**src/rtl/nvs_pkg.sv**
```systemverilog
package nvs_pkg;

    localparam int BYTE_W     = 8;
    localparam int WIPER_W    = 6;
    localparam int N_SLOTS    = 3;

    // slot order inside the array
    localparam int SLOT_W0    = 0;
    localparam int SLOT_W1    = 1;
    localparam int SLOT_CFG   = 2;

    // configuration byte fields
    localparam int CFG_VOL_BIT   = 2;
    localparam int CFG_ZC_BIT    = 1;
    localparam int CFG_TAPER_BIT = 0;

    localparam logic [BYTE_W-1:0]  FACTORY_CFG   = 8'h87;
    localparam logic [BYTE_W-1:0]  FACTORY_WIPER = 8'h00;
    localparam logic [WIPER_W-1:0] MUTE_FINE     = 6'd63;
    localparam logic [WIPER_W-1:0] MUTE_COARSE   = 6'd33;

    typedef enum logic [2:0] {
        ST_RST,
        ST_LOAD,
        ST_IDLE,
        ST_HOLD,
        ST_PROG
    } seq_state_e;

    function automatic logic [BYTE_W-1:0] factory_slot(input int idx);
        return (idx == SLOT_CFG) ? FACTORY_CFG : FACTORY_WIPER;
    endfunction

    function automatic logic [WIPER_W-1:0] mute_code(input logic coarse);
        return coarse ? MUTE_COARSE : MUTE_FINE;
    endfunction

endpackage

```
**src/rtl/nvs_array.sv**
```systemverilog
module nvs_array
    import nvs_pkg::*;
(
    input  logic                             clk,
    input  logic                             init_n,
    input  logic                             we,
    input  logic [N_SLOTS-1:0][BYTE_W-1:0]   wdata,
    output logic [N_SLOTS-1:0][BYTE_W-1:0]   rdata
);

    // One register per slot; every write refreshes all of them together.
    for (genvar s = 0; s < N_SLOTS; s++) begin : g_slot
        logic [BYTE_W-1:0] cell_q;

        always_ff @(posedge clk or negedge init_n) begin
            if (!init_n) begin
                cell_q <= factory_slot(s);
            end else if (we) begin
                cell_q <= wdata[s];
            end
        end

        assign rdata[s] = cell_q;
    end

endmodule

```
**src/rtl/nvs_restore_map.sv**
```systemverilog
module nvs_restore_map
    import nvs_pkg::*;
(
    input  logic [N_SLOTS-1:0][BYTE_W-1:0] stored,
    output logic [WIPER_W-1:0]             w0,
    output logic [WIPER_W-1:0]             w1,
    output logic [BYTE_W-1:0]              cfg
);

    logic volatile_mode;
    logic unused_hi;

    assign cfg           = stored[SLOT_CFG];
    assign volatile_mode = cfg[CFG_VOL_BIT];
    assign unused_hi     = ^{stored[SLOT_W0][BYTE_W-1:WIPER_W],
                             stored[SLOT_W1][BYTE_W-1:WIPER_W]};

    always_comb begin
        if (volatile_mode) begin
            w0 = mute_code(cfg[CFG_TAPER_BIT]);
            w1 = mute_code(cfg[CFG_TAPER_BIT]);
        end else begin
            w0 = stored[SLOT_W0][WIPER_W-1:0];
            w1 = stored[SLOT_W1][WIPER_W-1:0];
        end
    end

endmodule

```
**src/rtl/nvs_seq.sv**
```systemverilog
module nvs_seq
    import nvs_pkg::*;
#(
    parameter int PROG_CYCLES = 500000
) (
    input  logic clk,
    input  logic rst_n,
    input  logic stop_i,
    input  logic dirty_i,
    input  logic zc_pend_i,
    input  logic vol_mode,
    input  logic zc_en,
    output logic busy,
    output logic we,
    output logic load
);

    localparam int CNT_W = $clog2(PROG_CYCLES + 1);
    localparam logic [CNT_W-1:0] CNT_LAST = CNT_W'(PROG_CYCLES - 1);

    typedef struct packed {
        seq_state_e       st;
        logic [CNT_W-1:0] cnt;
    } seq_t;

    seq_t seq_d, seq_q;
    logic save_req;
    logic defer;

    assign save_req = stop_i && dirty_i && !vol_mode;
    assign defer    = zc_en && zc_pend_i;

    always_comb begin
        seq_d = seq_q;
        unique case (seq_q.st)
            ST_RST:  seq_d.st = ST_LOAD;
            ST_LOAD: seq_d.st = ST_IDLE;
            ST_IDLE: begin
                if (save_req) begin
                    if (defer) begin
                        seq_d.st = ST_HOLD;
                    end else begin
                        seq_d.st  = ST_PROG;
                        seq_d.cnt = CNT_LAST;
                    end
                end
            end
            ST_HOLD: begin
                if (!defer) begin
                    seq_d.st  = ST_PROG;
                    seq_d.cnt = CNT_LAST;
                end
            end
            ST_PROG: begin
                if (seq_q.cnt == '0) begin
                    seq_d.st = ST_IDLE;
                end else begin
                    seq_d.cnt = seq_q.cnt - 1'b1;
                end
            end
            default: seq_d.st = ST_IDLE;
        endcase
    end

    always_ff @(posedge clk or negedge rst_n) begin
        if (!rst_n) begin
            seq_q <= '{st: ST_RST, cnt: '0};
        end else begin
            seq_q <= seq_d;
        end
    end

    assign busy = (seq_q.st == ST_PROG);
    assign we   = busy && (seq_q.cnt == CNT_LAST);
    assign load = (seq_q.st == ST_LOAD);

endmodule

```
**src/rtl/nvs_store.sv**
```systemverilog
module nvs_store
    import nvs_pkg::*;
#(
    parameter int PROG_CYCLES = 500000
) (
    input  logic               clk,
    input  logic               rst_n,
    input  logic               init_n,
    input  logic               stop_i,
    input  logic               dirty_i,
    input  logic               zc_pend_i,
    input  logic [7:0]         cfg_i,
    input  logic [5:0]         wiper0_i,
    input  logic [5:0]         wiper1_i,
    output logic               busy_o,
    output logic               nv_we_o,
    output logic               load_o,
    output logic [5:0]         load_w0_o,
    output logic [5:0]         load_w1_o,
    output logic [7:0]         load_cfg_o
);

    logic [N_SLOTS-1:0][BYTE_W-1:0] wr_bytes;
    logic [N_SLOTS-1:0][BYTE_W-1:0] rd_bytes;
    logic                           unused_cfg;

    assign unused_cfg = ^{cfg_i[7:3], cfg_i[CFG_TAPER_BIT]};

    assign wr_bytes[SLOT_W0]  = {{(BYTE_W-WIPER_W){1'b0}}, wiper0_i};
    assign wr_bytes[SLOT_W1]  = {{(BYTE_W-WIPER_W){1'b0}}, wiper1_i};
    assign wr_bytes[SLOT_CFG] = cfg_i;

    nvs_seq #(.PROG_CYCLES(PROG_CYCLES)) u_seq (
        .clk       (clk),
        .rst_n     (rst_n),
        .stop_i    (stop_i),
        .dirty_i   (dirty_i),
        .zc_pend_i (zc_pend_i),
        .vol_mode  (cfg_i[CFG_VOL_BIT]),
        .zc_en     (cfg_i[CFG_ZC_BIT]),
        .busy      (busy_o),
        .we        (nv_we_o),
        .load      (load_o)
    );

    nvs_array u_array (
        .clk    (clk),
        .init_n (init_n),
        .we     (nv_we_o),
        .wdata  (wr_bytes),
        .rdata  (rd_bytes)
    );

    nvs_restore_map u_map (
        .stored (rd_bytes),
        .w0     (load_w0_o),
        .w1     (load_w1_o),
        .cfg    (load_cfg_o)
    );

endmodule

```
**config.mk**
```make
export PLATFORM = sky130hd
export DESIGN_NAME = nvs_store
export DESIGN_NICKNAME = d
export VERILOG_FILES = /design/src/rtl/nvs_pkg.sv /design/src/rtl/nvs_array.sv /design/src/rtl/nvs_restore_map.sv /design/src/rtl/nvs_seq.sv /design/src/rtl/nvs_store.sv
export SDC_FILE = /design/constraint.sdc
export NUM_CORES = 1
export LEC_CHECK = 0
export CAP_MARGIN = 30
export CORE_ASPECT_RATIO = 1.75
export CORE_UTILIZATION = 40
export CTS_BUF_LIST = sky130_fd_sc_hd__clkbuf_2 sky130_fd_sc_hd__clkbuf_4 sky130_fd_sc_hd__clkbuf_8
export DETAILED_ROUTE_END_ITERATION = 8
export PLACE_DENSITY_LB_ADDON = 0.1
export SLEW_MARGIN = 0
export SYNTH_ARGS = -nofsm -noshare
export SYNTH_HDL_FRONTEND = slang
export SYNTH_HIERARCHICAL = 1
export SYNTH_SLANG_ARGS = --single-unit
```
**constraint.sdc**
```tcl
create_clock -name clk -period 2.5 [get_ports clk]
set_input_delay 0.25 -clock clk [delete_from_list [all_inputs] [get_ports clk]]
set_output_delay 0.25 -clock clk [all_outputs]
set_load 0.05 [all_outputs]
```
; ---- Yosys cells after proc, flatten, opt, wreduce, memory -nomap -nowiden
; Cells that the tools add are included.
; W data, S select, Z words.
[word_totals]
ff_bits = 42
wordCells = 37
[classes]
muxes = 11
n_addsub = 1
eq_ne = 10
reduce_logical = 10
[op_table]
columns = op, n
row1 = $pmux W19 S3, 1
row2 = $mux W22, 2
row3 = $mux W19, 2
row4 = $eq A19 B19 Y1 const B, 1
row5 = $logic_not A19 Y1, 1
row6 = $sub A19 B1 Y19 const B, 1
row7 = $mux W6, 2
row8 = $pmux W3 S4, 1
row9 = $ne A2 B2 Y1 const B, 4
row10 = $eq A3 B2 Y1 const B, 2
row11 = $mux W3, 2
row12 = $mux W5, 1
row13 = $reduce_and A5 Y1, 1
row14 = $logic_and A1 B1 Y1, 4
row15 = $eq A3 B1 Y1 const B, 1
row16 = $eq A3 B3 Y1 const B, 1
row17 = $logic_not A3 Y1, 1
row18 = $reduce_and A3 Y1, 1
row19 = $reduce_bool A3 Y1, 1
row20 = $ne A2 B1 Y1 const B, 1
row21 = $logic_not A1 Y1, 1

; ---- Logic depth before layout (Yosys ltp)
[logic_depth]
ltp_word = 4
ltp_mapped = 8
depth_no_buf = 6

; ---- Modules after synthesis
; Netlist, hierarchy kept.
[modules_own_cells]
columns = mod, area_per_inst_um2, cells_per_inst, instances
row1 = nvs_seq, 1318.8, 139, 1
row2 = nvs_array, 1002.2, 51, 1
row3 = nvs_restore_map, 172.7, 30, 1
row4 = nvs_store, 3.8, 1, 1

; ---- Worst setup path after synthesis
; No wires, ideal clock.
[synth_timing]
path_type = register to register
start = register u_seq/seq_q[20] (netlist name)
end = register u_array.g_slot[0].cell_q[0]
arrival_ns = 3.497
period_less_slack_ns = 3.623
required_ns = 2.375
path_slack_ns = -1.123
path_stages_with_launch = 9
setup_ns = 0.125
cell_sequence = dfrtp_1 -> or3b_1 -> buf_6 -> nor3_1 -> nand4_1 -> nor4_1 -> buf_6 -> buf_12 -> mux2_4
[synth_via]
elab_chain_cells = 2
[synth_rtl]
columns = item, line
row1 = start: declaration, nvs_seq.sv:26  ; seq_t seq_d, seq_q;
row2 = start signal: assignment, nvs_seq.sv:67  ; seq_q <= '{st: ST_RST, cnt: '0};
row3 = start signal: assignment, nvs_seq.sv:69  ; seq_q <= seq_d;
row4 = $eq A3 B3 Y1, nvs_seq.sv:73  ; assign busy = (seq_q.st == ST_PROG);
row5 = $logic_and A1 B1 Y1, nvs_seq.sv:74  ; assign we = busy && (seq_q.cnt == CNT_LAST);
row6 = named net nv_we_o, nvs_store.sv:16  ; output logic nv_we_o,
row7 = end signal: assignment, nvs_array.sv:17  ; cell_q <= factory_slot(s);
row8 = end signal: assignment, nvs_array.sv:19  ; cell_q <= wdata[s];
row9 = end: declaration, nvs_array.sv:13  ; logic [BYTE_W-1:0] cell_q;
; The timed path passes the listed nets, and every way through them passes these cells.
; A chain may end at the register's enable or synchronous reset.

; ---- Worst setup path in the final report
[layout_timing]
start = register u_seq/seq_q[20] (netlist name)
end = output nv_we_o
[layout_via]
elab_chain_cells = 2
[layout_rtl]
columns = item, line
row1 = $eq A3 B3 Y1, nvs_seq.sv:73
row2 = $logic_and A1 B1 Y1, nvs_seq.sv:74
row3 = end: declaration, nvs_store.sv:16
; No other way between the ends.

==> summary.md <==
| Metric | Value |
|---|---|
| IO Pins | `49` |
| Internal power | `1.92 mW` |
| First-pass GRT wire length | `8.81 mm` |
| Htree depth | `2` |
| Maximum buffer depth of the clock tree | `2` |
| Max-cap violations | `0` |
| Wirelength per Cell | `15.2 um` |
| Clk slew on worst S/H paths | `80 ps` |
| TritonRoute pass-1 iters | `4` |
| Syn_nets | `240` |
| GPL Wtd Cong | `0.838` |
| CTS Buf Count | `5` |
| Status | `finished clean` |
| Clock latency on the worst-skew pair | `290 ps` |
| Dpl cells | `333` |
| Cell Area, Synth | `0.00234 sq mm` |
| Leakage power | `1.28 nW` |
| Fillers | `527` |
| Critical Path RT | `2250 ps` |
| Worst path cell trace | `or3b_1, nor3_2, nand4_1, nor4_4, buf_4, buf_12` |
| GR Overflow Total | `0` |
| Vias after detailed routing | `1804` |
| # setup viols final | `0` |
| DRC violation count after routing | `0` |
| Multi-input gate area | `0.00111 sq mm` |
| Initial DRC count | `62` |
| RSZ-0062 raised after global routing | `no` |
| Slew headroom | `66.2%` |
| Synth warnings | `6` |
| Die Y | `103 um` |
| Final net count | `292` |
| VDD IR max | `0.386 mV` |
| Antenna Nets Post-Route | `0` |
| Hold buffers post-CTS | `0` |
| Crit path DAT | `2080 ps` |
| Post-CTS Resized | `0` |
| Worst Path Max Fanout | `7` |
| Area grow syn2layout | `29.1%` |
| Antenna violations before repair | `0` |
| Final hold vios | `0` |
| Pwr dens | `1110 mW/mm^2` |
| Net Switching | `1.43 mW` |
| Max incr delay on CP | `470 ps` |
| Crit. End Element | `output pin` |
| Post-CTS Setup Inserts | `0` |
| Startpoint Class | `flop` |
| Via density per instance | `5.29` |
| Slowest cell on crit path | `or3b_1` |
| Clk network pwr share | `15.8%` |
| CP Class | `flop to output pin` |
| Hold WC Path Type | `primary input to async pin` |
| Clock root buffer | `clkbuf_8` |
| ANT cells | `0` |
| Total GRT Usage | `18.9%` |
| DP HPWL | `3.92 mm` |
| Sequential power share | `30.2%` |
| Min Tclk post-route | `2330 ps` |
| Clock sink count | `42` |
| Synthesized area per cell | `11.0 sq um` |
| Initial cell density of the core | `41.9%` |
| Pins Over Slew Limit | `0` |
| Proportion of layout cells with a drive suffix above 1 | `21.5%` |
| Final wirelength | `5.18 mm` |
| R2R cell count | `7` |
| Rows | `36` |
| Fin cells | `341` |
| Worst slew pin tran | `506 ps` |
| Die ar. | `0.00617 sq mm` |
| Logic pwr share | `53.9%` |
| Port Buf Inserts | `48` |
| Final hold slack | `293 ps` |
| F_max | `0.428 GHz` |
| Vias in the first global route | `1834` |
| Final period util | `93.4%` |
| Die W | `59.8 um` |
| Reg area | `0.00106 sq mm` |
| TritonCTS clock tree | `built` |
| Largest net degree at the start of global routing | `23` |
| Core ar. | `0.00559 sq mm` |
| Switch share | `42.6%` |
| Synthesized instance count | `212` |
| Skew final | `6.46 ps` |
through the flow:
stage	instance area [sq um]	setup slack (ps)	TNS (ps)	util [%]	power (mW)
after floorplan	2360	-56.3	-889	-	2.39
after global placement	2910	341	0	52.2	2.84
after detailed placement	2910	317	0	52.2	2.85
after CTS	3020	147	0	54.1	3.39
after global routing	3020	3.82	0	54.1	3.54
final	3020	166	0	54.1	3.35
worst paths after layout:
path	startpoint	end	slack, ps
min	init_n	u_array/g_slot[1].cell_q[5]$_DFFE_PN0P_	290
min reg2reg	u_array/g_slot[0].cell_q[5]$_DFFE_PN0P_	u_array/g_slot[0].cell_q[5]$_DFFE_PN0P_	510
min in group clk	u_array/g_slot[0].cell_q[5]$_DFFE_PN0P_	u_array/g_slot[0].cell_q[5]$_DFFE_PN0P_	510
max in group asynchronous	init_n	u_array/g_slot[2].cell_q[7]$_DFFE_PN1P_	1940
max reg2reg	u_seq/seq_q[0]$_DFFE_PN0P_	u_seq/seq_q[14]$_DFFE_PN0P_	300
max	u_seq/seq_q[20]$_DFFE_PN0P_	nv_we_o	170
sequential cells by signal, summed over array words and instances (netlist names):
register and cells:
u_array/g_slot.cell_q 20, u_seq/seq_q 22
per-layer routing:
layer	GRT usage, %	vias up	routed length, um
li1	-	858	-
met1	20.0	889	2020
met2	36.5	53	2890
met3	2.49	4	225
met4	6.98	0	47
met5	0	-	0
cell type report:
cell class	instances	share of cell area (%)
timing repair buffer	62	20.0
multi-input combinational	141	36.8
clock inverter	3	1.33
inverter	12	1.49
tap	76	3.15
sequential	42	34.9
clock buffer	5	2.28
power by group through the flow:
stage               combinational, mW  sequential, mW  clock, mW
floorplan                        1.39           0.994          0
global route                     1.93            1.04      0.571
global placement                 1.81            1.03          0
detailed placement               1.83            1.03          0
CTS                              1.83            1.02      0.543
finish                           1.81            1.01      0.531
layout by cell type, fill, tap and decap left out, drive strengths merged, types with 2 or more instances in the layout:
master / instances
nor3: 12
or2: 5
nor4: 6
nand2: 11
nand2b: 2
clkbuf: 5
inv: 12
nand3: 3
nor2: 14
clkinv: 2
or3: 5
nand4: 4
dfrtp: 38
and2: 4
o311ai: 2
ha: 2
or3b: 2
mux2i: 15
o31ai: 2
dfstp: 4
o211ai: 3
clkdlybuf4s50: 46
buf: 16
o2111ai: 2
o21ai: 13
mux2: 20
a21oi: 2
critical path, delay by kind of cell (launching register included):
family	cells	cell delay, ps
AND/OR/NAND/NOR	4	1030
flip-flops	1	440
buffers and inverters	2	320
Power figures use the tool's default switching activity.
